<file path="config.mk">
export PLATFORM = sky130hd
export DESIGN_NAME = bt_base_timer
export DESIGN_NICKNAME = d
export VERILOG_FILES = /design/src/rtl/bt_pkg.sv /design/src/rtl/bt_regs.sv /design/src/rtl/bt_prescaler.sv /design/src/rtl/bt_counter.sv /design/src/rtl/bt_irqflag.sv /design/src/rtl/bt_base_timer.sv
export SDC_FILE = /design/constraint.sdc
export NUM_CORES = 1
export LEC_CHECK = 0
export ABC_AREA = 1
export BUFFER_PORTS_ARGS = -buffer_cell sky130_fd_sc_hd__buf_2
export CELL_PAD_IN_SITES_DETAIL_PLACEMENT = 0
export CELL_PAD_IN_SITES_GLOBAL_PLACEMENT = 2
export CORE_UTILIZATION = 28
export CTS_BUF_LIST = sky130_fd_sc_hd__clkbuf_2 sky130_fd_sc_hd__clkbuf_4 sky130_fd_sc_hd__clkbuf_8
export DETAILED_ROUTE_END_ITERATION = 12
export GPL_TIMING_DRIVEN = 0
export PLACE_DENSITY_LB_ADDON = 0.1
export SYNTH_ARGS = -nofsm -noshare
export SYNTH_HDL_FRONTEND = slang
export SYNTH_SLANG_ARGS = --single-unit
</file>
<file path="constraint.sdc">
create_clock -name clk -period 1.1 [get_ports clk]
set_input_delay 0.165 -clock clk [delete_from_list [all_inputs] [get_ports clk]]
set_output_delay 0.165 -clock clk [all_outputs]
set_load 0.005 [all_outputs]
</file>
<file path="src/rtl/bt_pkg.sv">
package bt_pkg;
    // Decoded write strobes shared between the register file and the datapath.
    typedef struct packed {
        logic preset_we;
        logic ctrl_we;
        logic ack_we;
    } bt_wr_s;
endpackage

</file>
<file path="src/rtl/bt_regs.sv">
module bt_regs
    import bt_pkg::*;
#(
    parameter int ADDR_W      = 8,
    parameter int DATA_W      = 8,
    parameter int CNT_W       = 8,
    parameter logic [ADDR_W-1:0] PRESET_ADDR = 8'hC0,
    parameter logic [ADDR_W-1:0] CTRL_ADDR   = 8'hC1,
    parameter logic [ADDR_W-1:0] ACK_ADDR    = 8'hC2,
    parameter int RUNN_BIT    = 0,
    parameter int UNMASK_BIT  = 1,
    parameter int ACK_BIT     = 0
) (
    input  logic              clk,
    input  logic              rst_n,
    input  logic              wr_en,
    input  logic [ADDR_W-1:0] wr_addr,
    input  logic [DATA_W-1:0] wr_data,
    output logic              run_o,
    output logic              unmask_o,
    output logic              load_o,
    output logic [CNT_W-1:0]  load_val_o,
    output logic              ack_o
);
    typedef struct packed {
        logic             run;
        logic             unmask;
        logic [CNT_W-1:0] preset;
    } regs_s;

    regs_s  st_d, st_q;
    bt_wr_s wr;
    logic   start;

    always_comb begin
        wr.preset_we = wr_en && (wr_addr == PRESET_ADDR);
        wr.ctrl_we   = wr_en && (wr_addr == CTRL_ADDR);
        wr.ack_we    = wr_en && (wr_addr == ACK_ADDR);

        st_d  = st_q;
        start = wr.ctrl_we && !wr_data[RUNN_BIT] && !st_q.run;
        if (wr.preset_we) st_d.preset = wr_data[CNT_W-1:0];
        if (wr.ctrl_we) begin
            st_d.run    = !wr_data[RUNN_BIT];
            st_d.unmask = wr_data[UNMASK_BIT];
        end

        load_o     = wr.preset_we || start;
        load_val_o = wr.preset_we ? wr_data[CNT_W-1:0] : st_q.preset;
        ack_o      = wr.ack_we && wr_data[ACK_BIT];
    end

    always_ff @(posedge clk) begin
        if (!rst_n) st_q <= '0;
        else        st_q <= st_d;
    end

    assign run_o    = st_q.run;
    assign unmask_o = st_q.unmask;

    // A stopped timer that becomes running must have reloaded on that edge.
    assert_start_reload_R4: assert property (@(posedge clk) disable iff (!rst_n)
        (!run_o && wr_en && wr_addr == CTRL_ADDR && !wr_data[RUNN_BIT]) |-> load_o);
endmodule

</file>
<file path="src/rtl/bt_prescaler.sv">
module bt_prescaler #(
    parameter int DIV = 4
) (
    input  logic clk,
    input  logic rst_n,
    input  logic run_i,
    input  logic restart_i,
    output logic tick_o
);
    localparam int PW = (DIV > 1) ? $clog2(DIV) : 1;
    localparam logic [PW-1:0] LAST = PW'(DIV - 1);

    typedef struct packed {
        logic [PW-1:0] phase;
    } pre_s;

    pre_s st_d, st_q;

    always_comb begin
        st_d   = st_q;
        tick_o = run_i && !restart_i && (st_q.phase == LAST);
        if (restart_i || !run_i)    st_d.phase = '0;
        else if (st_q.phase == LAST) st_d.phase = '0;
        else                         st_d.phase = st_q.phase + 1'b1;
    end

    always_ff @(posedge clk) begin
        if (!rst_n) st_q <= '0;
        else        st_q <= st_d;
    end

    assert_restart_phase_R10: assert property (@(posedge clk) disable iff (!rst_n)
        restart_i |=> (st_q.phase == '0));
    assert_tick_spacing_R1: assert property (@(posedge clk) disable iff (!rst_n)
        tick_o |=> !tick_o);
endmodule

</file>
<file path="src/rtl/bt_counter.sv">
module bt_counter #(
    parameter int CNT_W = 8
) (
    input  logic             clk,
    input  logic             rst_n,
    input  logic             tick_i,
    input  logic             load_i,
    input  logic [CNT_W-1:0] load_val_i,
    output logic             hit_o
);
    localparam logic [CNT_W-1:0] BEFORE_TOP = {{(CNT_W-1){1'b1}}, 1'b0};

    typedef struct packed {
        logic [CNT_W-1:0] cnt;
    } cnt_s;

    cnt_s st_d, st_q;

    always_comb begin
        st_d  = st_q;
        hit_o = tick_i && !load_i && (st_q.cnt == BEFORE_TOP);
        if (load_i)      st_d.cnt = load_val_i;
        else if (tick_i) st_d.cnt = st_q.cnt + 1'b1;
    end

    always_ff @(posedge clk) begin
        if (!rst_n) st_q <= '0;
        else        st_q <= st_d;
    end

    assert_step_wrap_R7: assert property (@(posedge clk) disable iff (!rst_n)
        (tick_i && !load_i) |=> (st_q.cnt == CNT_W'($past(st_q.cnt) + 1'b1)));
    assert_hold_R5: assert property (@(posedge clk) disable iff (!rst_n)
        (!tick_i && !load_i) |=> $stable(st_q.cnt));
    assert_load_R10: assert property (@(posedge clk) disable iff (!rst_n)
        load_i |=> (st_q.cnt == $past(load_val_i)));
endmodule

</file>
<file path="src/rtl/bt_irqflag.sv">
module bt_irqflag (
    input  logic clk,
    input  logic rst_n,
    input  logic hit_i,
    input  logic unmask_i,
    input  logic ack_i,
    output logic flag_o
);
    typedef struct packed {
        logic flag;
    } flag_s;

    flag_s st_d, st_q;

    always_comb begin
        st_d = st_q;
        if (hit_i && unmask_i) st_d.flag = 1'b1;
        else if (ack_i)        st_d.flag = 1'b0;
    end

    always_ff @(posedge clk) begin
        if (!rst_n) st_q <= '0;
        else        st_q <= st_d;
    end

    assign flag_o = st_q.flag;

    assert_sticky_R8: assert property (@(posedge clk) disable iff (!rst_n)
        (flag_o && !ack_i) |=> flag_o);
    assert_set_wins_R9: assert property (@(posedge clk) disable iff (!rst_n)
        (hit_i && unmask_i) |=> flag_o);
    assert_masked_R6: assert property (@(posedge clk) disable iff (!rst_n)
        (!flag_o && !(hit_i && unmask_i)) |=> !flag_o);
endmodule

</file>
<file path="src/rtl/bt_base_timer.sv">
module bt_base_timer #(
    parameter int ADDR_W = 8,
    parameter int DATA_W = 8,
    parameter int CNT_W  = 8,
    parameter int DIV    = 4,
    parameter logic [ADDR_W-1:0] PRESET_ADDR = 8'hC0,
    parameter logic [ADDR_W-1:0] CTRL_ADDR   = 8'hC1,
    parameter logic [ADDR_W-1:0] ACK_ADDR    = 8'hC2
) (
    input  logic              clk,
    input  logic              rst_n,
    input  logic              wr_en,
    input  logic [ADDR_W-1:0] wr_addr,
    input  logic [DATA_W-1:0] wr_data,
    output logic              irq
);
    logic             run, unmask, load, ack, tick, hit;
    logic [CNT_W-1:0] load_val;

    bt_regs #(
        .ADDR_W(ADDR_W), .DATA_W(DATA_W), .CNT_W(CNT_W),
        .PRESET_ADDR(PRESET_ADDR), .CTRL_ADDR(CTRL_ADDR), .ACK_ADDR(ACK_ADDR),
        .RUNN_BIT(0), .UNMASK_BIT(1), .ACK_BIT(0)
    ) u_regs (
        .clk(clk), .rst_n(rst_n), .wr_en(wr_en), .wr_addr(wr_addr),
        .wr_data(wr_data), .run_o(run), .unmask_o(unmask), .load_o(load),
        .load_val_o(load_val), .ack_o(ack)
    );

    bt_prescaler #(.DIV(DIV)) u_pre (
        .clk(clk), .rst_n(rst_n), .run_i(run), .restart_i(load), .tick_o(tick)
    );

    bt_counter #(.CNT_W(CNT_W)) u_cnt (
        .clk(clk), .rst_n(rst_n), .tick_i(tick), .load_i(load),
        .load_val_i(load_val), .hit_o(hit)
    );

    bt_irqflag u_flag (
        .clk(clk), .rst_n(rst_n), .hit_i(hit), .unmask_i(unmask),
        .ack_i(ack), .flag_o(irq)
    );

    assert_tick_needs_run_R5: assert property (@(posedge clk) disable iff (!rst_n)
        tick |-> run);
    assert_reset_quiet_R2: assert property (@(posedge clk)
        !rst_n |=> !irq);
endmodule

</file>
### Word-level counts from Yosys, hierarchy flattened

Cells that the tools add are included.

| word-level totals | value |
|---|---|
| logic and storage cells | 38 |
| bits in registers | 21 |
| input port bits | 19 |

| cells by class | value |
|---|---|
| multiplexer cells | 5 |
| reductions and logical operators | 19 |
| equality and inequality tests | 5 |
| add/subtract/negate cells | 2 |
| bitwise gates (word level) | 1 |

Operator list:

| kind | number |
|---|---|
| 8-bit == test (second input constant) | 4 |
| 8-bit 2-to-1 mux | 3 |
| 1-bit logical AND | 11 |
| 8-bit by 1-bit adder with 8-bit output (second input constant) | 1 |
| 2-bit nonzero test | 2 |
| 1-bit zero test | 3 |
| 3-bit OR reduction | 1 |
| 2-bit by 1-bit adder with 2-bit output (second input constant) | 1 |
| 2-bit == test (second input constant) | 1 |
| 1-bit logical OR | 2 |
| 1-bit 2-to-1 mux | 2 |
| 1-bit NOT | 1 |

### Longest topological paths before layout

| logic depth | value |
|---|---|
| depth in word-level cells | 12 |
| depth in mapped cells | 11 |

### Modules after synthesis

From an unflattened synthesis, not the netlist that was laid out.

| unflattened totals | value |
|---|---|
| cell total of the unflattened synthesis | 179 |
| area, all modules | 1262.5 µm² |

Modules (own cells, without submodules):

| module | cells each | area an instance (µm²) | instances | seq. area each (µm²) |
|---|---|---|---|---|
| bt_regs | 90 | 605.6 | 1 | 200.2 |
| bt_counter | 71 | 523.0 | 1 | 160.2 |
| bt_prescaler | 12 | 90.1 | 1 | 40.0 |
| bt_irqflag | 6 | 43.8 | 1 | 20.0 |

### Worst setup path before layout

OpenSTA, ideal clock, no wires.

| path | value |
|---|---|
| path type | register to register |
| from | register u_cnt.st_q[1] (netlist name) |
| to | register u_cnt.st_q[6] (netlist name) |
| setup slack | -0.072 ns |
| clock period less this slack | 1.172 ns |
| cell stages (with the launch flop) | 9 |
| arrival time | 1.044 ns |
| setup time | 0.128 ns |
| required time | 0.972 ns |
| cell sequence | dfxtp_1 -> ha_1 -> nand3_1 -> nor2_1 -> xor2_1 -> nand2_1 -> nand2_1 -> nor2_1 -> nor2_1 |

| on the way | value |
|---|---|
| cells in the longest elaborated chain, start to end | 3 |

Ends and longest elaborated chain:

| what | line | source |
|---|---|---|
| start, declared | bt_counter.sv:17 | `cnt_s st_d, st_q;` |
| start signal, assigned | bt_counter.sv:28 | `else st_q <= st_d;` |
| 8-bit by 1-bit adder with 8-bit output | bt_counter.sv:23 | `else if (tick_i) st_d.cnt = st_q.cnt + 1'b1;` |
| 8-bit 2-to-1 mux | bt_counter.sv:23 |  |
| 8-bit 2-to-1 mux | bt_counter.sv:22 | `if (load_i) st_d.cnt = load_val_i;` |

Every way passes these cells. The select of a mux whose other input is x is not followed.
A chain may end at the register's enable or synchronous reset.

### Worst setup path in the final report

Ends and elaborated chain as after synthesis.

==> results by group <==
STA
  • FMAX: 878 MHz
  • Setup violations, final: 4
  • Worst slew pin tran: 0.261 ns
  • Final WS setup: -0.0396 ns
  • Final hold vios: 0
  • Max_slew headroom: 82.6%
  • Tcrit/Tclk final: 104%
  • Final slew viol count: 0
  • RSZ-0062 raised after global routing: yes
  • Fin crit period: 1.14 ns
  • Worst Clk Skew: 0.00746 ns
  • Hold_ws: 0.153 ns
  • Setup TNS: -0.118 ns

Drt
  • DRT Wirelength: 3240 um
  • Avg WL per Cell: 12.1 um
  • Via count: 1215
  • DRT Pass-1 Iters: 4
  • Antenna-violating nets left: 0
  • Initial drt markers: 19
  • DRC Markers: 0
  • Via density per instance: 4.55

CTS
  • CTS Buf Count: 3
  • H-tree Lvls: 1
  • CTS sink cnt: 21
  • Worst-case clock buffer depth: 2
  • CTS tree: yes
  • Root Buffer: clkbuf_8
  • Skew-Pair Late Insertion Delay: 0.26 ns
  • Clk slew on worst S/H paths: 0.08 ns

Finish
  • Filler cells: 456
  • Finished Layout Cells: 267
  • P&R area growth vs syn: 45.3%
  • Final core occ: 43.4%
  • FF/Latch Area: 439 sq um
  • Nets: 240
  • Diodes inserted: 0
  • Share of layout cells above drive strength 1: 41.9%
  • Footprint of the multi-input gates: 885 sq um

Floorplan
  • Core region area: 0.00409 sq mm
  • I/O pins: 20
  • DIE AREA: 0.00463 sq mm
  • Starting Density: 29.9%
  • Die width: 68.0 um
  • Die Y-Extent: 68.0 um
  • # rows: 23

Pwr
  • Total power: 1.40 mW
  • Leak Pwr: 0.771 nW
  • IR drop worst, VDD: 0.000392 V
  • Pwr Density: 787 mW/mm^2

Logic synthesis
  • Post-synth cell types: 24
  • Mapped cell area: 0.00122 sq mm
  • Syn_nets: 203
  • Syn Area/Cell: 6.75 sq um
  • Sequential share of the synthesized area: 34.4%
  • Post-Syn Instances: 181
  • Synth warn: 0
  • Yosys reg bits: 21

Worst setup path
  • Critical Path RT: 1.26 ns
  • Delay-heaviest family, CP: flip-flops
  • Setup crit end kind: flip-flop
  • Crit-path max cell delay: 0.37 ns
  • Slowest cell on crit path: dfxtp_4
  • Crit Path Class: reg -> reg
  • Buffer and inverter count on the worst path: 0
  • Crit Path Max Fanout: 4
  • Worst EP arrival: 1.30 ns
  • CP cell instances: ha_4 -> nand3_4 -> nor2_4 -> xor2_1 -> nand2_1 -> nand2_1 -> nor2_1 -> nor2_1
  • CP Launch Type: flip-flop

Status
  • Status: complete, but fails checks
  • Violated checks: negative setup slack

Global route
  • Global-route wire length before repair: 5200 um
  • Grt total ovfl: 0
  • Vias in the first global route: 1098
  • Initial antenna violation count: 0
  • Largest net degree at the start of global routing: 13
  • Tot GR Track Use: 15.3%

Run
  • Max-cap viol count: 0

Placed design
  • Port-buffer cells: 19
  • Final GP Congestion: 0.736
  • Post-DP HPWL: 2340 um
  • Post-Place Cells: 250

Min path
  • Worst Hold Class: in -> reg
## sequential cells by signal (all words and copies together) (netlist names)
name,flops
u_regs.unmask_o,1
u_regs.run_o,1
u_pre.st_q,2
u_regs.st_q,8
u_flag.flag_o,1
u_cnt.st_q,8
## logic make-up (layout without fill, tap and decap cells)
| kind of cell | count (synthesis) | in the layout | synth area share [%] |
|---|---|---|---|
| buf+inv | 27 | 63 | 8.91 |
| flops | 21 | 21 | 34.4 |
| simple gates | 108 | 108 | 42.1 |
| xor+xnor | 6 | 6 | 4.30 |
| compound gates | 16 | 16 | 7.17 |
| fa+ha+maj | 3 | 3 | 3.07 |
## metrics by stage
stage          worst slack [ns]  area (sq um)
2_1_floorplan          -0.00240          1270
3_3_place_gp             -0.348          1430
6_report                -0.0396          1770
5_1_grt                  -0.148          1770
3_5_place_dp             -0.349          1430
4_1_cts                 -0.0742          1580
## area by class of cell
| type | instances | area share [%] |
|---|---|---|
| buffer | 2 | 1.13 |
| clock buffer | 3 | 2.33 |
| clock inverter | 1 | 0.282 |
| inverter | 25 | 5.71 |
| multi-input combinational | 133 | 49.9 |
| sequential | 21 | 24.8 |
| tap | 50 | 3.53 |
| timing repair buffer | 32 | 12.4 |
## layout by cell type, fill, tap and decap left out, types with 4 or more instances in the layout
master	netlist	routed
nor2_1	30	24
nand2_1	42	32
buf_4	0	10
inv_1	23	19
buf_2	0	18
dfxtp_1	21	14
nand3_4	1	5
nand4_1	4	4
xor2_1	6	6
a21oi_1	9	8
o21ai_2	1	4
nor2_4	1	6
nand2_2	4	10
dfxtp_4	0	4
inv_2	2	4
nand3_1	17	14
## metal layers
layer	track usage (%)	routed length, um
met3	3.17	103
met2	24.4	1580
met4	5.73	25
met5	0	0
met1	20.1	1530
## power breakdown
group          internal [mW]  switching, mW  leakage, nW  total [mW]
logic                 0.0485         0.0779        0.571       0.126
registers              0.751       0.000836        0.174       0.751
clock network          0.253          0.267       0.0255       0.519
total                   1.05          0.345        0.771        1.40
## cells in the mapped netlist (all sizes together)
cell type	count	area, sq um
a21oi	10	53.8
buf	1	11.3
clkbuf	1	3.75
dfxtp	21	420
ha	3	37.5
inv	25	93.8
nand2	46	183
nand3	21	133
nand3b	1	7.51
nand4	4	25.0
nor2	34	156
nor3	2	10.0
o21ai	6	33.8
xor2	6	52.6
## path summary, 6_finish.rpt
kind                                     from              to  slack, ns  depth (start not counted)
worst min-delay path               wr_data[7]  u_regs.st_q[7]       0.15                          3
worst max-delay path            u_cnt.st_q[1]   u_cnt.st_q[6]      -0.04                          8
worst min register to register  u_pre.st_q[0]   u_pre.st_q[0]       0.43                          1
worst max register to register  u_cnt.st_q[1]   u_cnt.st_q[6]      -0.04                          8
## worst register-to-register path, cell delays in order (launching register included)
cell	delay (ns)
dfxtp_4	0.37
ha_4	0.17
nand3_4	0.07
nor2_4	0.04
xor2_1	0.15
nand2_1	0.06
nand2_1	0.05
nor2_1	0.08
nor2_1	0.04
## timing repair
action	4_1_cts	5_1_grt
hold endpoints to repair	0	0
gates resized for setup	19	30
buffers inserted	3	9
pin swaps	11	17
endpoints found under the setup margin	9	9
gates cloned	0	1
hold buffers	0	0
(Power assumes the default switching activity.)
